`src/rtl/mpu_bank_pkg.sv`:
```
package mpu_bank_pkg;
  localparam int unsigned NUM_REGIONS = 8;
  localparam int unsigned SEL_W       = $clog2(NUM_REGIONS);
  localparam int unsigned DATA_W      = 32;

  typedef enum logic [1:0] {
    OFS_CTRL = 2'd0,
    OFS_SEL  = 2'd1,
    OFS_BASE = 2'd2,
    OFS_ATTR = 2'd3
  } reg_ofs_e;

  // attribute bits kept: [31:8] and [5:0]
  localparam logic [DATA_W-1:0] ATTR_KEEP = 32'hFFFF_FF3F;
endpackage

```
`src/rtl/mpu_sel_reg.sv`:
```
module mpu_sel_reg
  import mpu_bank_pkg::*;
(
  input  logic             clk_i,
  input  logic             rst_ni,
  input  logic             sel_we_i,
  input  logic [7:0]       sel_wdata_i,
  input  logic             rtg_we_i,
  input  logic [3:0]       rtg_wdata_i,
  output logic [SEL_W-1:0] sel_o
);
  logic sel_ok, rtg_ok;

  assign sel_ok = sel_we_i && (sel_wdata_i < 8'(NUM_REGIONS));
  assign rtg_ok = rtg_we_i && (rtg_wdata_i < 4'(NUM_REGIONS));

  always_ff @(posedge clk_i or negedge rst_ni) begin
    if (!rst_ni)     sel_o <= '0;
    else if (rtg_ok) sel_o <= rtg_wdata_i[SEL_W-1:0];
    else if (sel_ok) sel_o <= sel_wdata_i[SEL_W-1:0];
  end
endmodule

```
`src/rtl/mpu_region_slot.sv`:
```
module mpu_region_slot
  import mpu_bank_pkg::*;
#(
  parameter int unsigned BASE_LSB = 8,
  localparam int unsigned HI_W    = DATA_W - BASE_LSB
) (
  input  logic              clk_i,
  input  logic              rst_ni,
  input  logic              base_we_i,
  input  logic [HI_W-1:0]   base_wdata_i,
  input  logic              attr_we_i,
  input  logic [DATA_W-1:0] attr_wdata_i,
  output logic [HI_W-1:0]   base_o,
  output logic [DATA_W-1:0] attr_o
);
  always_ff @(posedge clk_i or negedge rst_ni) begin
    if (!rst_ni)        base_o <= '0;
    else if (base_we_i) base_o <= base_wdata_i;
  end

  always_ff @(posedge clk_i or negedge rst_ni) begin
    if (!rst_ni)        attr_o <= '0;
    else if (attr_we_i) attr_o <= attr_wdata_i & ATTR_KEEP;
  end
endmodule

```
`src/rtl/mpu_ctrl_reg.sv`:
```
module mpu_ctrl_reg (
  input  logic       clk_i,
  input  logic       rst_ni,
  input  logic       we_i,
  input  logic [1:0] wdata_i,
  input  logic [1:0] pri_class_i,
  output logic       gen_en_o,
  output logic       hp_en_o,
  output logic       prot_active_o
);
  always_ff @(posedge clk_i or negedge rst_ni) begin
    if (!rst_ni) begin
      gen_en_o <= 1'b0;
      hp_en_o  <= 1'b0;
    end else if (we_i) begin
      gen_en_o <= wdata_i[0];
      hp_en_o  <= wdata_i[1];
    end
  end

  // classes 2 and 3 are the negative-priority fault handlers
  assign prot_active_o = gen_en_o && !(pri_class_i[1] && !hp_en_o);
endmodule

```
`src/rtl/mpu_region_bank.sv`:
```
module mpu_region_bank
  import mpu_bank_pkg::*;
#(
  parameter int unsigned BASE_LSB = 8
) (
  input  logic                          clk_i,
  input  logic                          rst_ni,
  input  logic                          req_i,
  input  logic                          we_i,
  input  logic [1:0]                    addr_i,
  input  logic [DATA_W-1:0]             wdata_i,
  output logic [DATA_W-1:0]             rdata_o,
  input  logic [1:0]                    pri_class_i,
  output logic                          prot_active_o,
  output logic [NUM_REGIONS-1:0]        region_en_o,
  output logic [NUM_REGIONS*DATA_W-1:0] region_base_o
);
  localparam int unsigned HI_W = DATA_W - BASE_LSB;

  logic                   wr, rd;
  logic                   wr_ctrl, wr_sel, wr_base, wr_attr;
  logic                   rtg_req, base_ok;
  logic [SEL_W-1:0]       sel_q, tgt;
  logic                   gen_en_q, hp_en_q;
  logic [NUM_REGIONS-1:0] slot_base_we, slot_attr_we;
  logic [HI_W-1:0]        base_q [NUM_REGIONS];
  logic [DATA_W-1:0]      attr_q [NUM_REGIONS];

  assign wr      = req_i && we_i;
  assign rd      = req_i && !we_i;
  assign wr_ctrl = wr && (addr_i == OFS_CTRL);
  assign wr_sel  = wr && (addr_i == OFS_SEL);
  assign wr_base = wr && (addr_i == OFS_BASE);
  assign wr_attr = wr && (addr_i == OFS_ATTR);

  // valid bit set: region nibble retargets the selector
  assign rtg_req = wr_base && wdata_i[4];
  assign base_ok = wr_base && !(wdata_i[4] && (wdata_i[3:0] >= 4'(NUM_REGIONS)));
  assign tgt     = wdata_i[4] ? wdata_i[SEL_W-1:0] : sel_q;

  mpu_sel_reg u_sel (
    .clk_i       (clk_i),
    .rst_ni      (rst_ni),
    .sel_we_i    (wr_sel),
    .sel_wdata_i (wdata_i[7:0]),
    .rtg_we_i    (rtg_req),
    .rtg_wdata_i (wdata_i[3:0]),
    .sel_o       (sel_q)
  );

  mpu_ctrl_reg u_ctrl (
    .clk_i         (clk_i),
    .rst_ni        (rst_ni),
    .we_i          (wr_ctrl),
    .wdata_i       (wdata_i[1:0]),
    .pri_class_i   (pri_class_i),
    .gen_en_o      (gen_en_q),
    .hp_en_o       (hp_en_q),
    .prot_active_o (prot_active_o)
  );

  for (genvar i = 0; i < NUM_REGIONS; i++) begin : g_slot
    assign slot_base_we[i] = base_ok && (tgt == SEL_W'(i));
    assign slot_attr_we[i] = wr_attr && (sel_q == SEL_W'(i));

    mpu_region_slot #(.BASE_LSB(BASE_LSB)) u_slot (
      .clk_i        (clk_i),
      .rst_ni       (rst_ni),
      .base_we_i    (slot_base_we[i]),
      .base_wdata_i (wdata_i[DATA_W-1:BASE_LSB]),
      .attr_we_i    (slot_attr_we[i]),
      .attr_wdata_i (wdata_i),
      .base_o       (base_q[i]),
      .attr_o       (attr_q[i])
    );

    assign region_en_o[i]               = attr_q[i][0];
    assign region_base_o[i*DATA_W +: DATA_W] = {base_q[i], {BASE_LSB{1'b0}}};
  end

  always_comb begin
    rdata_o = '0;
    if (rd) begin
      unique case (addr_i)
        OFS_CTRL: rdata_o = {{(DATA_W-2){1'b0}}, hp_en_q, gen_en_q};
        OFS_SEL:  rdata_o = {{(DATA_W-SEL_W){1'b0}}, sel_q};
        OFS_BASE: rdata_o = {base_q[sel_q], {(BASE_LSB-SEL_W){1'b0}}, sel_q};
        default:  rdata_o = attr_q[sel_q];
      endcase
    end
  end
endmodule

```
`config.mk`:
```
export PLATFORM = sky130hd
export DESIGN_NAME = mpu_region_bank
export DESIGN_NICKNAME = d
export VERILOG_FILES = /design/src/rtl/mpu_bank_pkg.sv /design/src/rtl/mpu_sel_reg.sv /design/src/rtl/mpu_region_slot.sv /design/src/rtl/mpu_ctrl_reg.sv /design/src/rtl/mpu_region_bank.sv
export SDC_FILE = /design/constraint.sdc
export NUM_CORES = 1
export LEC_CHECK = 0
export BUFFER_PORTS_ARGS = -buffer_cell sky130_fd_sc_hd__buf_4
export CORE_MARGIN = 5
export CORE_UTILIZATION = 50
export CTS_CLUSTER_DIAMETER = 50
export DETAILED_ROUTE_END_ITERATION = 7
export PLACE_DENSITY = 0.72
export SLEW_MARGIN = 0
export SYNTH_ARGS = -nofsm -noshare
export SYNTH_HDL_FRONTEND = slang
export SYNTH_SLANG_ARGS = --single-unit
```
`constraint.sdc`:
```
create_clock -name clk_i -period 4.5 [get_ports clk_i]
set_clock_uncertainty 0.05 [all_clocks]
set_input_delay 0.225 -clock clk_i [delete_from_list [all_inputs] [get_ports clk_i]]
set_output_delay 0.225 -clock clk_i [all_outputs]
set_load 0.005 [all_outputs]
```
==> metrics, run 1 <==
status finished, final reports clean; worst-path cell chain buf_4 -> mux4_2 -> a22oi_1 -> nand2_1 -> buf_4; Worst Path Arrival 3.20 ns; Congestion Overflow GR 0; Vias 12300; number of global-route vias before repair 13100; core area 40600 sq um; CTS tree built; # nets final 1608; RSZ-0062 raised after global routing no; top_reg_cell synth dfrtp_1; Die Span Y 212 um; Post-CTS Resized 0; wire per inst 24.0 um; Post-Route WL 51200 um; Die Area 44900 sq um; CP required 4.22 ns; Synth Register Bits 437; Hold Vio Cnt, Final 0; Synth area leaders dfrtp_1, mux2_2, mux4_2; worst setup margin 1.02 ns; total power 11.4 mW; largest stage delay on the critical path 0.88 ns; CTS max path bufs 3; DIE WIDTH 212 um; post-route cell area 24500 sq um; Gate Count Post-Synth 1315; most frequent CP cell buf_4; H-Tree Depth 2; number of iterations in the first detailed-routing pass 4; Seq/Total Area, Yosys 0.537; Post-synth ARST share 1.00; post-route setup TNS 0 ns; Worst Tran Pin Value 1.09 ns; fin crit share 0.773; Max Cap Viol 0; largest net degree at the start of global routing 97; Sink Count 437; IO Count 337; CP max-delay cell dfrtp_4; post-CTS setup buffers 0; num rows 74; ANT nets after route 0; initial antenna violation count 0; worst-path fanout max 35; root buf cell clkbuf_16; register area 10900 sq um; ant diodes 0; Hold Path Class input pin to flip-flop; Buf/Inv on CP 2; P_leak 11.9 nW; top-count cell post-synth dfrtp_1; area of the multi-input gates 8630 sq um; post-synth top area share 0.537; Synth area leader dfrtp_1; Yosys cell types 36; Avg Cell Area, Syn 15.5 sq um; HPWL after DPL 31800 um; # fillers 3092; Setup Crit Path Kind flip-flop to output port; 1st-iter DRT viols 624; most instantiated cells after synthesis dfrtp_1, mux2_2, mux4_2, buf_4; Post-synth EDFFs 0; first-pass GRT wire length 79800 um; Fmax 0.288 GHz; final setup fails 0; GPL Wtd Cong 0.773; Area growth, synth to finish 20.1%; share of layout cells above drive strength 1 0.583; max-slew violations 0; Num CTS Buffers 48; Max VDD drop 0.278 mV; Initial Util 0.502; dpl ws 1.56 ns; Final min period 3.48 ns; Cell Area, Placed 22500 sq um; worst rel slew slack 0.271; synthesized area 20400 sq um; gr usage total 0.229; family with the most delay on the worst path flip-flops; Ys Warns 0; Critical Path Start Type flip-flop; Pwr Density 465 nW/um^2; crit end category output port; IO buf count 269; Vias per Instance 5.75; Clock Pin Slew Worst Setup and Hold Paths 0.06 ns; DRC viols 0; Clock Latency Late Sink 0.56 ns
## cells by family after synthesis
logic type,count (synthesis),synth area share
multiplexers,546,0.365
flip-flops,437,0.537
buffers and inverters,187,0.0546
AND/OR/NAND/NOR,78,0.0192
AO/OA/AOI/OAI,65,0.0232
XOR/XNOR,1,0.000430
other,1,0.000184
## report_power, final
group	total (mW)	switching [mW]	internal (mW)
clock	4.06	1.59	2.48
combinational	2.25	0.839	1.41
sequential	5.07	0.493	4.57
total	11.4	2.92	8.46
## state kept, by name, indices dropped and copies added, names as in the netlist
register / count
u_ctrl.hp_en_o: 1
u_ctrl.gen_en_o: 1
g_slot.u_slot.attr_o: 240
g_slot.u_slot.base_o: 192
u_sel.sel_o: 3
## worst reg2reg max path: stages, from the launching register on
cell	delay [ns]
dfrtp_4	0.97
nand2_1	0.24
o21a_1	0.29
nor2b_4	0.47
buf_4	0.40
mux2_2	0.39
## metrics by stage
step                std cells  hold WS (ns)   util
finish                   2136        0.0423  0.603
global route             2136        0.0919  0.603
CTS                      2136      0.000875  0.603
detailed placement       2019         0.257  0.555
global placement         2019         0.251  0.555
floorplan                1380        -0.121      -
## routing by layer
layer / global-route usage / up-vias / part of all wire
li1: - / 5249 / -
met1: 0.323 / 6627 / 0.43
met2: 0.373 / 337 / 0.49
met3: 0.0387 / 65 / 0.054
met4: 0.0591 / 0 / 0.021
met5: 0 / - / 0
## cells in the final DEF (no fill, tap or decap), types with 4 or more instances in the layout
master and instances:
mux2_2 415, mux2_4 21, clkbuf_16 50, conb_1 66, clkinv_2 5, clkbuf_8 9, buf_12 4, nor2_1 6
dfrtp_1 435, nand2_1 36, nand2b_1 5, bufinv_16 5, o21ai_0 4, dlygate4sd3_1 31, nor2_4 5, clkbuf_1 9
mux4_2 108, nand2_2 7, a22oi_1 52, buf_4 286
## what timing repair did
| action | in CTS | in global routing |
|---|---|---|
| hold buffers | 31 | 0 |
| setup endpoints to repair | 0 | 0 |
| endpoints found under the hold margin | 518 | 0 |
## path summary, 6_finish.rpt
path,from,to,slack [ns],cells after the start
worst max-delay path,u_sel.sel_o[0],rdata_o[27],1.02,5
worst min-delay path,addr_i[0],u_ctrl.hp_en_o,0.04,4
worst min register to register,g_slot[6].u_slot.attr_o[8],g_slot[6].u_slot.attr_o[8],0.44,1
worst max register to register,u_sel.sel_o[1],g_slot[3].u_slot.base_o[0],1.59,5
max in group asynchronous,rst_ni,g_slot[1].u_slot.base_o[15],2.94,3
min in group asynchronous,rst_ni,g_slot[1].u_slot.base_o[13],0.21,2
## area by class of cell
type	count	share of cell area
sequential	437	0.447
multi-input combinational	756	0.353
timing repair buffer	322	0.104
clock buffer	68	0.0576
tap	532	0.0272
clock inverter	18	0.0103
inverter	3	0.000460
Power figures use the tool's default switching activity.
==> run 2: changes to the inputs <==
--- a/config.mk
+++ b/config.mk
@@ -5,6 +5,7 @@
 export SDC_FILE = /design/constraint.sdc
 export NUM_CORES = 1
 export LEC_CHECK = 0
+export ABC_AREA = 1
 export BUFFER_PORTS_ARGS = -buffer_cell sky130_fd_sc_hd__buf_4
 export CORE_MARGIN = 5
 export CORE_UTILIZATION = 50
==> constraint.sdc (replaced) <==
create_clock -name clk_i -period 3.6 [get_ports clk_i]
set_clock_uncertainty 0.05 [all_clocks]
set_input_delay 0.18 -clock clk_i [delete_from_list [all_inputs] [get_ports clk_i]]
set_output_delay 0.18 -clock clk_i [all_outputs]
set_load 0.005 [all_outputs]
==> run 2 against run 1 <==
Compared with the run above: sequential cell count did not move; design area down 0.16%; sequential share of layout area increased by 0.068 points; critical path type unchanged; largest cell class unchanged; largest power group unchanged.
==> metrics, run 2 <==
status finished, final reports clean; Synth area leaders dfrtp_1, nand2_1, o21ai_1; first-pass GRT wire length 103000 um; final setup fails 0; HPWL after DPL 41800 um; Yosys cell types 31; Setup Crit Path Kind flip-flop to output port; IO Count 337; Worst Path Arrival 3.20 ns; root buf cell clkbuf_16; post-synth top area share 0.529; Gate Count Post-Synth 2672; RR Endpoint g_slot[7].u_slot.attr_o[26]; initial antenna violation count 2; share of layout cells above drive strength 1 0.149; Clock Latency Late Sink 0.59 ns; Max VDD drop 0.411 mV; gr usage total 0.289; CTS tree built; Vias 18900; Num CTS Buffers 48; RSZ-0062 raised after global routing no; Ys Warns 0; 1st-iter DRT viols 2008; Largest Register g_slot.u_slot.attr_o; P_leak 12.1 nW; post-route setup TNS 0 ns; ANT nets after route 0; # fillers 3655; Hold Vio Cnt, Final 0; FF-to-FF setup slack 0.84 ns; Post-Route WL 66700 um; Vias per Instance 5.51; Pwr Density 610 nW/um^2; Worst Tran Pin Value 1.23 ns; Area growth, synth to finish 18.2%; CP required 3.37 ns; Largest register FFs 240; wire per inst 19.5 um; hold_sp wdata_i[8]; Die Area 45500 sq um; crit end category output port; Clock Pin Slew Worst Setup and Hold Paths 0.06 ns; DIE WIDTH 213 um; core area 40800 sq um; Synth area leader dfrtp_1; Max Cap Viol 0; hold path depth 3; CTS max path bufs 3; Seq/Total Area, Yosys 0.529; number of global-route vias before repair 17700; IO buf count 269; worst-path fanout max 71; GPL Wtd Cong 0.863; Final min period 3.43 ns; Critical Path Start Type flip-flop; number of iterations in the first detailed-routing pass 6; top-count cell post-synth nand2_1; # nets final 2894; hold path endpoint g_slot[0].u_slot.base_o[0]; fin crit share 0.954; num rows 74; most instantiated cells after synthesis nand2_1, dfrtp_1, o21ai_1, o21ai_0, inv_1; DRC viols 0; worst rel slew slack 0.177; Initial Util 0.506; Hold Path Class input pin to flip-flop; most frequent cells in the layout nand2_1, dfrtp_1, buf_4; Sink Count 437; synthesized area 20700 sq um; Congestion Overflow GR 0; R2R Path Start u_sel.sel_o[1]; top_reg_cell synth dfrtp_1; Fmax 0.291 GHz; R2R depth 7; max-slew violations 0; Avg Cell Area, Syn 7.73 sq um; H-Tree Depth 2; Top Registers g_slot.u_slot.attr_o (240), g_slot.u_slot.base_o (192), u_sel.sel_o (3); Die Span Y 213 um; Post-synth ARST share 1.00; final hold slack 0.0600 ns; Post-synth EDFFs 0; largest net degree at the start of global routing 102; Synth Register Bits 437; commonest non-fill, non-tap cell in the layout nand2_1
## run 2: stage by stage
stage                     instance area, sq um  utilization  total power, mW  instances  worst slack (ns)
final                                    24400        0.598             14.9       3426             0.165
after global routing                     24400        0.598             15.7       3425            0.0364
after CTS                                24400        0.598             14.9       3425             0.159
after detailed placement                 22800        0.559             10.1       3327             0.815
after global placement                   22800        0.559             10.0       3327             0.796
after floorplan                          20900            -             8.58       2737              1.92
## run 2: timing repair
action / 4_1_cts / 5_1_grt
hold buffers: 9 / 0
hold endpoints to repair: 115 / 0
setup buffers: 0 / 0
resized for setup: 0 / 1
setup endpoints to repair: 0 / 1
## run 2: final cells by class
cell class | count | area (sq um) | area share
antenna | 1 | 2.50 | 0.000102
multi-input combinational | 1857 | 7990 | 0.327
tap | 532 | 666 | 0.0273
clock buffer | 69 | 1370 | 0.0561
clock inverter | 20 | 154 | 0.00630
timing repair buffer | 325 | 2610 | 0.107
sequential | 437 | 10900 | 0.448
inverter | 185 | 696 | 0.0285
## run 2: cells by family (layout without fill, tap and decap cells)
group	Yosys count	in the layout	synth area share
flops	437	437	0.529
buf+inv	443	599	0.0997
simple gates	1249	1249	0.238
other cells	1	67	0.000182
compound gates	542	542	0.133
## run 2: how the worst max path moves through the flow
stage,startpoint,end,slack [ns]
floorplan,u_sel.sel_o[0],rdata_o[29],1.92
detailed placement,u_sel.sel_o[0],rdata_o[19],0.82
global route,u_sel.sel_o[0],rdata_o[11],0.04
CTS,u_sel.sel_o[0],rdata_o[19],0.16
global placement,u_sel.sel_o[0],rdata_o[17],0.80
finish,u_sel.sel_o[0],rdata_o[11],0.17
## run 2: power by group
group          internal, mW  switching (mW)  total, mW
Sequential             5.92           0.741       6.66
Combinational          1.42            2.03       3.45
Clock                  2.73            2.05       4.78
Total                  10.1            4.82       14.9
## run 2: per-layer routing
| metal | wire length [um] | track usage |
|---|---|---|
| met4 | 2130 | 0.0965 |
| met2 | 30600 | 0.457 |
| met3 | 7060 | 0.0702 |
| met5 | 7 | 0 |
| met1 | 26900 | 0.396 |
## run 2: critical path, stage by stage, from the launching register on
cell      delay [ns]
dfrtp_4         0.64
clkinv_2        0.44
buf_12          0.39
nand2_1         0.35
nor2_1          0.08
nor2_1          0.09
nand3_1         0.07
nand3_1         0.09
nand2_1         0.12
nor2_1          0.16
buf_4           0.13
